==> src/rtl/rcfg_pkg.sv <==
package rcfg_pkg;
  localparam int NLANE = 4;
  localparam int IDX_W = 4;
  localparam logic [IDX_W-1:0] IDX_MAX = 4'hF;

  typedef enum logic [2:0] {
    E_IDLE, E_ADDR, E_ADDR_ACK, E_WR, E_WR_ACK, E_RD, E_RD_ACK
  } eng_state_t;
endpackage

==> src/rtl/line_filter.sv <==
module line_filter #(
  parameter int FILT_CYC = 3
) (
  input  logic clk,
  input  logic rst_n,
  input  logic raw,
  output logic clean
);
  localparam int CW = $clog2(FILT_CYC + 1);

  logic s1_q, s2_q, clean_q, clean_d;
  logic [CW-1:0] cnt_q, cnt_d;

  always_comb begin
    clean_d = clean_q;
    cnt_d   = '0;
    if (s2_q != clean_q) begin
      if (cnt_q == CW'(FILT_CYC - 1)) clean_d = s2_q;
      else cnt_d = cnt_q + 1'b1;
    end
  end

  always_ff @(posedge clk or negedge rst_n) begin
    if (!rst_n) begin
      s1_q    <= 1'b1;
      s2_q    <= 1'b1;
      clean_q <= 1'b1;
      cnt_q   <= '0;
    end else begin
      s1_q    <= raw;
      s2_q    <= s1_q;
      clean_q <= clean_d;
      cnt_q   <= cnt_d;
    end
  end

  assign clean = clean_q;
endmodule

==> src/rtl/i2c_engine.sv <==
module i2c_engine
  import rcfg_pkg::*;
(
  input  logic             clk,
  input  logic             rst_n,
  input  logic             scl_f,
  input  logic             sda_f,
  input  logic [6:0]       my_addr,
  input  logic [7:0]       rd_data,
  output logic [IDX_W-1:0] idx,
  output logic             wr_en,
  output logic [7:0]       wr_data,
  output logic             stop_det,
  output logic             sda_oe
);
  eng_state_t st_q, st_d;
  logic [3:0] bitc_q, bitc_d;
  logic [7:0] sh_q, sh_d, tx_q, tx_d;
  logic [IDX_W-1:0] ptr_q, ptr_d, ptr_inc;
  logic dummy_q, dummy_d;
  logic scl_q, sda_q;
  logic scl_rise, scl_fall, start_det;

  assign scl_rise  = scl_f & ~scl_q;
  assign scl_fall  = ~scl_f & scl_q;
  assign start_det = scl_f & scl_q & sda_q & ~sda_f;
  assign stop_det  = scl_f & scl_q & ~sda_q & sda_f;
  assign ptr_inc   = (ptr_q == IDX_MAX) ? ptr_q : ptr_q + 1'b1;

  assign wr_en   = (st_q == E_WR) && scl_fall && (bitc_q == 4'd8) && !dummy_q;
  assign wr_data = sh_q;
  assign idx     = ptr_q;
  assign sda_oe  = (st_q == E_ADDR_ACK) || (st_q == E_WR_ACK) ||
                   ((st_q == E_RD) && !tx_q[7]);

  always_comb begin
    st_d    = st_q;
    bitc_d  = bitc_q;
    sh_d    = sh_q;
    tx_d    = tx_q;
    ptr_d   = ptr_q;
    dummy_d = dummy_q;
    if (start_det) begin
      st_d    = E_ADDR;
      bitc_d  = '0;
      ptr_d   = '0;
      dummy_d = 1'b1;
    end else if (stop_det) begin
      st_d = E_IDLE;
    end else begin
      unique case (st_q)
        E_ADDR, E_WR: begin
          if (scl_rise) begin
            sh_d   = {sh_q[6:0], sda_f};
            bitc_d = bitc_q + 1'b1;
          end else if (scl_fall && bitc_q == 4'd8) begin
            if (st_q == E_WR) begin
              st_d = E_WR_ACK;
              if (dummy_q) dummy_d = 1'b0;
              else ptr_d = ptr_inc;
            end else if (sh_q[7:1] == my_addr) begin
              st_d = E_ADDR_ACK;
            end else begin
              st_d = E_IDLE;
            end
          end
        end
        E_ADDR_ACK: if (scl_fall) begin
          bitc_d = '0;
          if (sh_q[0]) begin
            st_d = E_RD;
            tx_d = rd_data;
          end else begin
            st_d = E_WR;
          end
        end
        E_WR_ACK: if (scl_fall) begin
          st_d   = E_WR;
          bitc_d = '0;
        end
        E_RD: begin
          if (scl_rise) bitc_d = bitc_q + 1'b1;
          else if (scl_fall) begin
            if (bitc_q == 4'd8) st_d = E_RD_ACK;
            else tx_d = {tx_q[6:0], 1'b0};
          end
        end
        E_RD_ACK: begin
          if (scl_rise) begin
            if (sda_f) st_d = E_IDLE;
            else ptr_d = ptr_inc;
          end else if (scl_fall) begin
            st_d   = E_RD;
            bitc_d = '0;
            tx_d   = rd_data;
          end
        end
        default: ;
      endcase
    end
  end

  always_ff @(posedge clk or negedge rst_n) begin
    if (!rst_n) begin
      st_q    <= E_IDLE;
      bitc_q  <= '0;
      sh_q    <= '0;
      tx_q    <= '1;
      ptr_q   <= '0;
      dummy_q <= 1'b1;
      scl_q   <= 1'b1;
      sda_q   <= 1'b1;
    end else begin
      st_q    <= st_d;
      bitc_q  <= bitc_d;
      sh_q    <= sh_d;
      tx_q    <= tx_d;
      ptr_q   <= ptr_d;
      dummy_q <= dummy_d;
      scl_q   <= scl_f;
      sda_q   <= sda_f;
    end
  end
endmodule

==> src/rtl/cfg_regfile.sv <==
module cfg_regfile
  import rcfg_pkg::*;
(
  input  logic             clk,
  input  logic             rst_n,
  input  logic             wr_en,
  input  logic [IDX_W-1:0] idx,
  input  logic [7:0]       wr_data,
  output logic [7:0]       rd_data,
  input  logic             pen_strap,
  input  logic [3:0]       boost_strap,
  input  logic             swing_strap,
  input  logic [1:0]       deemph_strap,
  input  logic             pin_mode,
  input  logic [NLANE-1:0] lane_active,
  output logic [NLANE-1:0] lane_en,
  output logic [4*NLANE-1:0] lane_boost,
  output logic [2*NLANE-1:0] lane_swing,
  output logic [2*NLANE-1:0] lane_deemph,
  output logic [NLANE-1:0] lane_det_pd,
  output logic [NLANE-1:0] lane_rx_rst,
  output logic [NLANE-1:0] lane_act_dis,
  output logic [2*NLANE-1:0] lane_thresh
);
  logic [NLANE-1:0]   en_q, en_d, pd_q, pd_d, rr_q, rr_d, ad_q, ad_d;
  logic [4*NLANE-1:0] bst_q, bst_d;
  logic [2*NLANE-1:0] sw_q, sw_d, de_q, de_d, th_q, th_d;
  logic boot_q;
  logic [2*NLANE-1:0] sw_pins;

  assign sw_pins = {NLANE{swing_strap, 1'b1}};

  always_comb begin
    en_d = en_q; bst_d = bst_q; sw_d = sw_q; de_d = de_q;
    pd_d = pd_q; rr_d = rr_q; ad_d = ad_q; th_d = th_q;
    if (!boot_q) begin
      en_d  = {NLANE{pen_strap}};
      bst_d = {NLANE{boost_strap}};
      sw_d  = sw_pins;
      de_d  = {NLANE{deemph_strap}};
    end else if (wr_en) begin
      unique case (idx)
        4'h2: en_d = wr_data[7:4];
        4'h3: bst_d[7:0] = wr_data;
        4'h4: bst_d[15:8] = wr_data;
        4'h5: sw_d = wr_data;
        4'h6: de_d = wr_data;
        4'h8: begin pd_d = wr_data[7:4]; rr_d = wr_data[3:0]; end
        4'h9: ad_d = wr_data[7:4];
        4'hA: th_d = wr_data;
        default: ;
      endcase
    end
  end

  always_ff @(posedge clk or negedge rst_n) begin
    if (!rst_n) begin
      boot_q <= 1'b0;
      en_q <= '0; bst_q <= '0; sw_q <= '0; de_q <= '0;
      pd_q <= '1; rr_q <= '0; ad_q <= '0; th_q <= '0;
    end else begin
      boot_q <= 1'b1;
      en_q <= en_d; bst_q <= bst_d; sw_q <= sw_d; de_q <= de_d;
      pd_q <= pd_d; rr_q <= rr_d; ad_q <= ad_d; th_q <= th_d;
    end
  end

  always_comb begin
    unique case (idx)
      4'h0: rd_data = {lane_active, 4'b0000};
      4'h2: rd_data = {en_q, 4'b0000};
      4'h3: rd_data = bst_q[7:0];
      4'h4: rd_data = bst_q[15:8];
      4'h5: rd_data = sw_q;
      4'h6: rd_data = de_q;
      4'h8: rd_data = {pd_q, rr_q};
      4'h9: rd_data = {ad_q, 4'b0000};
      4'hA: rd_data = th_q;
      default: rd_data = 8'h00;
    endcase
  end

  assign lane_en      = pin_mode ? {NLANE{pen_strap}} : en_q;
  assign lane_boost   = pin_mode ? {NLANE{boost_strap}} : bst_q;
  assign lane_swing   = pin_mode ? sw_pins : sw_q;
  assign lane_deemph  = pin_mode ? {NLANE{deemph_strap}} : de_q;
  assign lane_det_pd  = pd_q;
  assign lane_rx_rst  = rr_q;
  assign lane_act_dis = ad_q;
  assign lane_thresh  = th_q;
endmodule

==> src/rtl/retimer_cfg_target.sv <==
module retimer_cfg_target #(
  parameter int FILT_CYC = 3
) (
  input  logic        clk,
  input  logic        rst_n,
  input  logic        scl_i,
  input  logic        sda_i,
  output logic        sda_oe,
  input  logic [2:0]  addr_strap,
  input  logic        pen_strap,
  input  logic [3:0]  boost_strap,
  input  logic        swing_strap,
  input  logic [1:0]  deemph_strap,
  input  logic        pin_mode,
  input  logic [3:0]  lane_active,
  output logic [3:0]  lane_en,
  output logic [15:0] lane_boost,
  output logic [7:0]  lane_swing,
  output logic [7:0]  lane_deemph,
  output logic [3:0]  lane_det_pd,
  output logic [3:0]  lane_rx_rst,
  output logic [3:0]  lane_act_dis,
  output logic [7:0]  lane_thresh
);
  import rcfg_pkg::*;

  logic [1:0] raw_lines, clean_lines;
  logic [IDX_W-1:0] idx;
  logic [7:0] rd_data, wr_data;
  logic wr_en, stop_det;
  logic [6:0] my_addr;

  assign raw_lines = {scl_i, sda_i};
  assign my_addr   = {2'b11, addr_strap[2], 2'b00, addr_strap[1:0]};

  for (genvar g = 0; g < 2; g++) begin : g_line
    line_filter #(.FILT_CYC(FILT_CYC)) u_filt (
      .clk(clk), .rst_n(rst_n), .raw(raw_lines[g]), .clean(clean_lines[g])
    );
  end

  i2c_engine u_eng (
    .clk(clk), .rst_n(rst_n), .scl_f(clean_lines[1]), .sda_f(clean_lines[0]),
    .my_addr(my_addr), .rd_data(rd_data), .idx(idx), .wr_en(wr_en),
    .wr_data(wr_data), .stop_det(stop_det), .sda_oe(sda_oe)
  );

  cfg_regfile u_regs (
    .clk(clk), .rst_n(rst_n), .wr_en(wr_en), .idx(idx), .wr_data(wr_data),
    .rd_data(rd_data), .pen_strap(pen_strap), .boost_strap(boost_strap),
    .swing_strap(swing_strap), .deemph_strap(deemph_strap),
    .pin_mode(pin_mode), .lane_active(lane_active), .lane_en(lane_en),
    .lane_boost(lane_boost), .lane_swing(lane_swing),
    .lane_deemph(lane_deemph), .lane_det_pd(lane_det_pd),
    .lane_rx_rst(lane_rx_rst), .lane_act_dis(lane_act_dis),
    .lane_thresh(lane_thresh)
  );
endmodule

==> config.mk <==
export PLATFORM = sky130hd
export DESIGN_NAME = retimer_cfg_target
export DESIGN_NICKNAME = d
export VERILOG_FILES = /design/src/rtl/rcfg_pkg.sv /design/src/rtl/line_filter.sv /design/src/rtl/i2c_engine.sv /design/src/rtl/cfg_regfile.sv /design/src/rtl/retimer_cfg_target.sv
export SDC_FILE = /design/constraint.sdc
export NUM_CORES = 1
export LEC_CHECK = 0
export CORE_ASPECT_RATIO = 1.75
export CORE_MARGIN = 5
export CORE_UTILIZATION = 40
export CTS_CLUSTER_SIZE = 8
export DETAILED_ROUTE_END_ITERATION = 8
export DONT_BUFFER_PORTS = 1
export GPL_TIMING_DRIVEN = 0
export PLACE_DENSITY_LB_ADDON = 0.15
export SLEW_MARGIN = 20
export SYNTH_ARGS = -nofsm -noshare
export SYNTH_HDL_FRONTEND = slang
export SYNTH_SLANG_ARGS = --single-unit
==> constraint.sdc <==
create_clock -name clk -period 2.19 [get_ports clk]
set_input_delay 0.3285 -clock clk [delete_from_list [all_inputs] [get_ports clk]]
set_output_delay 0.3285 -clock clk [all_outputs]
set_load 0.01 [all_outputs]
==> impl_metrics.tcl, run 1 <==
set metrics [dict create \
    status "finished, violations left" \
    failed_checks "negative hold slack" \
    synth.largest_area_cell "dfrtp_1" \
    yosys-top-cells-area "dfrtp_1 36%, dfstp_2 10%, mux2_2 6.5%" \
    irDropWorstVdd_uv 553 \
    stdcell_count 747 \
    slowest_delay_ps 560 \
    cp_max_fo 7 \
    dp_cells 724 \
    pwr-share-seq_pct 41.0 \
    vias 4282 \
    setup_ws_ps 83.9 \
    critPathLaunch "u_eng.scl_q" \
    via_per_inst 5.73 \
    area_delta_synth_final_pct 12.9 \
    async_flop_share_pct 100 \
    drv_slew 0 \
    cap_violations 0 \
    cp-start-kind "flop" \
    start_util_pct 40.4 \
    min_period_ps 2110 \
    antenna_found_initial 0 \
    tightest_slew_ps 683 \
    fmaxAchievable_mhz 475 \
    cts_sinks 97 \
    synth_commonest_cells "76 x dfrtp_1, 56 x a21oi_1, 47 x inv_1, 47 x o21ai_0, 35 x nor2_1" \
    ys.flop_type "dfrtp_1" \
    clkPwrFrac_pct 25.5 \
    gp_congestion 0.953 \
    syn_area_um2 5350 \
    p_leak_nw 2.71 \
    grt_pass1_wl_mm 25.9 \
    drive_gt1_share_pct 21.3 \
    insertedDiodeCount 0 \
    htreeDepth 3 \
    track_usage_pct 21.1 \
    crit_cells 7 \
    synth_most_common_cell "dfrtp_1" \
    path_cells "inv_1 > ha_4 > or3b_4 > nor4_4 > o21ai_2 > or3_1 > a21oi_1" \
    power_frac_comb_pct 33.5 \
    worstSetupEndpointType "flop" \
    hold_viol 97 \
    powerDensity_nw_per_um2 1020 \
    setup_viol 0 \
    ys_ff_latch 97 \
    syn_nets 579 \
    drt_iter0_markers 301 \
    finalWirelength_mm 16.7 \
    holdWs_ps -321 \
    synth_edf_count 0 \
    synth_cells 550 \
    die_h_um 163 \
    coreArea_um2 13200 \
    numCtsBuffers 9 \
    seq_area_um2 2450 \
    p_sw_mw 2.28 \
    grt_max_degree 98 \
    worstReg2RegStart "u_eng.scl_q" \
    die_w_um 97.4 \
    dpl_worst_slack_ps -291 \
    cp_slowest_cell "dfstp_2" \
    boundaryPins 77 \
    first_pass_iters 5 \
    path_buf_inv 1 \
    fin_crit_sh_pct 96.2 \
    cp.required_ps 2460 \
    arrival_ps 2380 \
    multi_input_area_um2 2660 \
    die_area_um2 15900 \
    hold_path_class "in -> async" \
    rr_worst_depth 7 \
    postCtsHoldBufs 2 \
    fill_cells 1289 \
    synth_cell_types 60 \
    wire_per_inst_um 22.3 \
    swShare_pct 37.1 \
    avgSynthCellArea_um2 9.73 \
    row_count 56 \
    ys_warn_count 0 \
    slew_headroom_pct 54.5 \
    cts_tree "done" \
    ys_seq_area_share_pct 45.8 \
    overflow 0 \
    fin_skew_ps 9.80 \
    portBuffers 0 \
    drtAntennaViolNets 0 \
    cts.clk_slew.worst_paths_ps 70 \
    dp_hpwl_mm 12.5 \
    p_int_mw 3.88 \
    cp_top_family "simple AND/OR/NAND/NOR gates" \
    synth_top_area_share_pct 35.5 \
    path_class "reg -> reg" \
    cts_root_buf "clkbuf_16" \
    drc 0 \
    grt_pass1_vias 4493 \
    clkLatencyLatePin_ps 340 \
    clock_path_buffers 2 \
    nets 597 \
]
## registers in the layout (all words and copies together), names as in the netlist, 3 cells and up
name,flops
u_regs.sw_q,8
u_eng.bitc_q,4
u_regs.lane_act_dis,4
u_eng.tx_q,8
u_regs.de_q,8
u_regs.bst_q,16
u_regs.lane_rx_rst,4
u_regs.en_q,4
u_eng.idx,4
u_eng.wr_data,8
g_line.u_filt.cnt_q,4
u_eng.st_q,3
u_regs.lane_det_pd,4
u_regs.lane_thresh,8
## area by class of cell
cell class	count	share of cell area [%]
inverter	47	2.92
sequential	97	40.6
clock inverter	5	0.828
tap	174	3.60
clock buffer	11	4.18
timing repair buffer	9	1.20
buffer	34	2.63
multi-input combinational	370	44.0
## what timing repair did
action,CTS,global route
pin swaps,3,4
endpoints found under the setup margin,72,56
gates resized for setup,12,11
buffers inserted,4,3
hold endpoints to repair,99,97
## metal layers
metal | routed length, um | global-route usage, % | share of wire, % | vias to the layer above
met1 | 5930 | 22.8 | 36 | 2110
li1 | - | - | - | 1983
met5 | 0 | 0 | 0 | -
met4 | 661 | 8.88 | 4.0 | 0
met2 | 9290 | 39.9 | 56 | 149
met3 | 807 | 3.89 | 4.8 | 40
## placed cells by master, fill, tap and decap left out, drive strengths merged, types with 3 or more instances in the layout
master,Yosys,layout
nand4,4,4
nand2b,5,5
o21a,3,3
nor2b,10,10
nand2,29,29
dfrtp,76,76
inv,47,48
a211oi,8,8
dfstp,21,21
a31oi,3,3
mux2,31,31
a221oi,8,8
xnor2,6,6
mux2i,26,26
ha,9,9
a21oi,56,56
o22ai,4,4
a2bb2oi,3,3
nor3,7,7
or2,5,5
a22o,8,8
o211ai,5,5
nand3,11,11
clkbuf,22,34
a31o,3,3
o21ai,48,48
clkinv,0,3
buf,14,18
a22oi,5,5
nand3b,9,9
and3b,6,6
nor2,35,35
## per-stage QoR
step	power [mW]	cell area, um2	hold WS, ps	TNS (ps)	utilization (%)
final	6.16	6040	-321	0	45.6
after detailed placement	4.40	5570	38.1	-8700	42.1
after global routing	6.51	6040	-335	-41.1	45.6
after global placement	4.35	5570	37.8	-6710	42.1
after floorplan	3.81	5350	32.9	0	-
after CTS	6.12	5980	-333	0	45.1
## power by group through the flow
| stage | Sequential, mW | Combinational (mW) | Clock [mW] |
|---|---|---|---|
| floorplan | 2.41 | 1.40 | 0 |
| global placement | 2.54 | 1.81 | 0 |
| detailed placement | 2.55 | 1.85 | 0 |
| CTS | 2.52 | 1.98 | 1.61 |
| global route | 2.56 | 2.27 | 1.68 |
| finish | 2.52 | 2.07 | 1.57 |
## cell families after synthesis
logic type               after synthesis  share of synthesized area, %
buffers and inverters                 83                          6.20
multiplexers                          57                          11.4
XOR/XNOR                               6                         0.982
other                                  1                        0.0701
adder cells (fa/ha/maj)                9                          2.10
flip-flops                            97                          45.8
AO/OA/AOI/OAI                        164                          19.0
AND/OR/NAND/NOR                      133                          14.4
## path summary, 6_finish.rpt
check                                         end  slack [ps]
setup / recovery                     u_eng.idx[3]          80
hold / removal                      u_eng.st_q[2]        -320
setup reg to reg                     u_eng.idx[3]          80
hold reg to reg             g_line[0].u_filt.s2_q         360
max in group asynchronous  g_line[0].u_filt.clean        2290
min in group clk                   u_regs.sw_q[3]         190
(Power assumes the default switching activity.)
==> run 2: changes to the inputs <==
==> constraint.sdc (replaced) <==
create_clock -name clk -period 2.02 [get_ports clk]
set_input_delay 0.303 -clock clk [delete_from_list [all_inputs] [get_ports clk]]
set_output_delay 0.303 -clock clk [all_outputs]
set_load 0.01 [all_outputs]
==> run 2 against run 1 <==
Net effect:
- the flow finishes with violations (negative hold slack, negative setup slack)
- first-iteration DRC count fell by 6.6%
- die area did not move
- critical path depth did not move
- count of clock-buffer cells in the layout did not move
- clock power rose by 10%
- register-to-register slack got worse by 160 ps
- combinational power rose by 28%
- utilization rose by 2.3 points
- sequential power rose by 8.3%
- highest routed layer unchanged
==> impl_metrics.tcl, run 2 (same netlist as run 1, synthesis figures left out) <==
set metrics [dict create \
    grt_pass1_wl_mm 26.4 \
    layout_common_cells "75 x dfrtp_1, 53 x a21oi_1, 46 x inv_1" \
    irDropWorstVdd_uv 451 \
    numCtsBuffers 9 \
    multi_input_area_um2 2820 \
    fin_skew_ps 9.75 \
    fmaxAchievable_mhz 478 \
    die_area_um2 15900 \
    path_buf_inv 1 \
    start_util_pct 40.4 \
    setup_viol 7 \
    die_w_um 97.4 \
    top_register "u_regs.bst_q" \
    slew_headroom_pct 50.7 \
    fill_cells 1223 \
    p_leak_nw 2.82 \
    hold_viol 97 \
    tightest_slew_ps 740 \
    drc 0 \
    layout_commonest_cell "dfrtp_1" \
    area_delta_synth_final_pct 18.7 \
    rsz0062_at_grt "true" \
    arrival_ps 2370 \
    dp_hpwl_mm 12.7 \
    min_period_ps 2090 \
    via_per_inst 5.80 \
    finalWirelength_mm 17.2 \
    wire_per_inst_um 22.5 \
    row_count 56 \
    htreeDepth 3 \
    final_util_pct 48.0 \
    hold_path_class "in -> async" \
    antenna_found_initial 0 \
    cp_slowest_cell "dfstp_2" \
    coreArea_um2 13200 \
    cp_top_family "simple AND/OR/NAND/NOR gates" \
    drive_gt1_share_pct 27.9 \
    fin_crit_sh_pct 104 \
    die_h_um 163 \
    power.total_mw 7.11 \
    nets 615 \
    drv_slew 0 \
    clock_path_buffers 2 \
    seq_area_um2 2450 \
    slowest_delay_ps 580 \
    clkLatencyLatePin_ps 350 \
    placed_cell_area_um2 5570 \
    cp_max_fo 3 \
    insertedDiodeCount 0 \
    holdWs_ps -352 \
    cts_sinks 97 \
    cp.required_ps 2300 \
    cts.clk_slew.worst_paths_ps 70 \
    track_usage_pct 21.7 \
    overflow 0 \
    fin_area_um2 6350 \
    worstSetupEndpointType "flop" \
    powerDensity_nw_per_um2 1120 \
    postCtsHoldBufs 2 \
    status "finished, violations left" \
    boundaryPins 77 \
    drt_iter0_markers 281 \
    grt_max_degree 98 \
    path_class "reg -> reg" \
    first_pass_iters 5 \
    cp-start-kind "flop" \
    drtAntennaViolNets 0 \
    vias 4437 \
    failed_checks "negative hold slack, negative setup slack" \
    setup_ws_ps -74.0 \
    cts_root_buf "clkbuf_16" \
    cts_tree "done" \
    grt_pass1_vias 4596 \
    path_cells "inv_2 > ha_4 > or3b_4 > nor4_4 > o21ai_2 > or3_1 > a21oi_1" \
    portBuffers 0 \
    gp_congestion 0.903 \
    largest_register_ffs 16 \
    cap_violations 0 \
]
-- run 2: cell types whose count changed in the layout (fill, tap and decap cells not counted), moves of 4 or more --
cell     before  now
buf_4         9   29
o21ai_0      46   39
o21ai_1       1    7
nor2_1       35   31
nor2_2        0    4
-- run 2: final timing paths --
kind | start | to | slack, ps | cells past startpoint
min in group clk | pen_strap | u_regs.en_q[0] | 150 | 2
hold / removal | rst_n | u_eng.st_q[2] | -350 | 0
hold reg to reg | g_line[0].u_filt.s1_q | g_line[0].u_filt.s2_q | 360 | 0
max in group asynchronous | rst_n | u_regs.lane_det_pd[3] | 2060 | 0
setup reg to reg | u_eng.scl_q | u_eng.idx[3] | -70 | 7
setup / recovery | u_eng.scl_q | u_eng.idx[3] | -70 | 7
-- run 2: per-stage QoR --
step / setup WS [ps] / TNS, ps / std cells
6_report: -74.0 / -273 / 765
2_1_floorplan: 2.73 / 0 / 550
4_1_cts: -62.6 / -278 / 751
5_1_grt: -152 / -848 / 765
3_5_place_dp: -427 / -19620 / 724
3_3_place_gp: -387 / -18130 / 724
-- run 2: area by class of cell --
cell class | count | share of cell area (%)
clock buffer | 11 | 3.98
inverter | 47 | 2.78
sequential | 97 | 38.7
buffer | 33 | 2.72
tap | 174 | 3.43
timing repair buffer | 28 | 3.41
multi-input combinational | 370 | 44.3
clock inverter | 5 | 0.709
-- run 2: timing repair --
item	in CTS	in global routing
gates resized for setup	44	30
setup buffers	11	14
pin swaps	13	16
endpoints found under the hold margin	99	97
cloned	0	1
setup endpoints to repair	81	79
-- run 2: worst register-to-register path, cell delays in order (launching register included) --
cell and delay [ps]:
dfstp_2 580, inv_2 60, ha_4 170, or3b_4 380
nor4_4 310, o21ai_2 100, or3_1 320, a21oi_1 120
-- run 2: per-layer routing --
layer  up-vias  global-route usage [%]  routed length, um  part of all wire [%]
met5         -                       0                  0                     0
met4         0                    10.7                775                   4.5
met3        49                    3.03                703                   4.1
met2       140                    40.7               9490                    55
met1      2221                    23.7               6270                    36
li1       2027                       -                  -                     -
-- run 2: report_power, final --
| group | switching (mW) | internal (mW) | total, mW |
|---|---|---|---|
| clock | 0.805 | 0.924 | 1.73 |
| sequential | 0.354 | 2.37 | 2.73 |
| combinational | 1.52 | 1.14 | 2.65 |
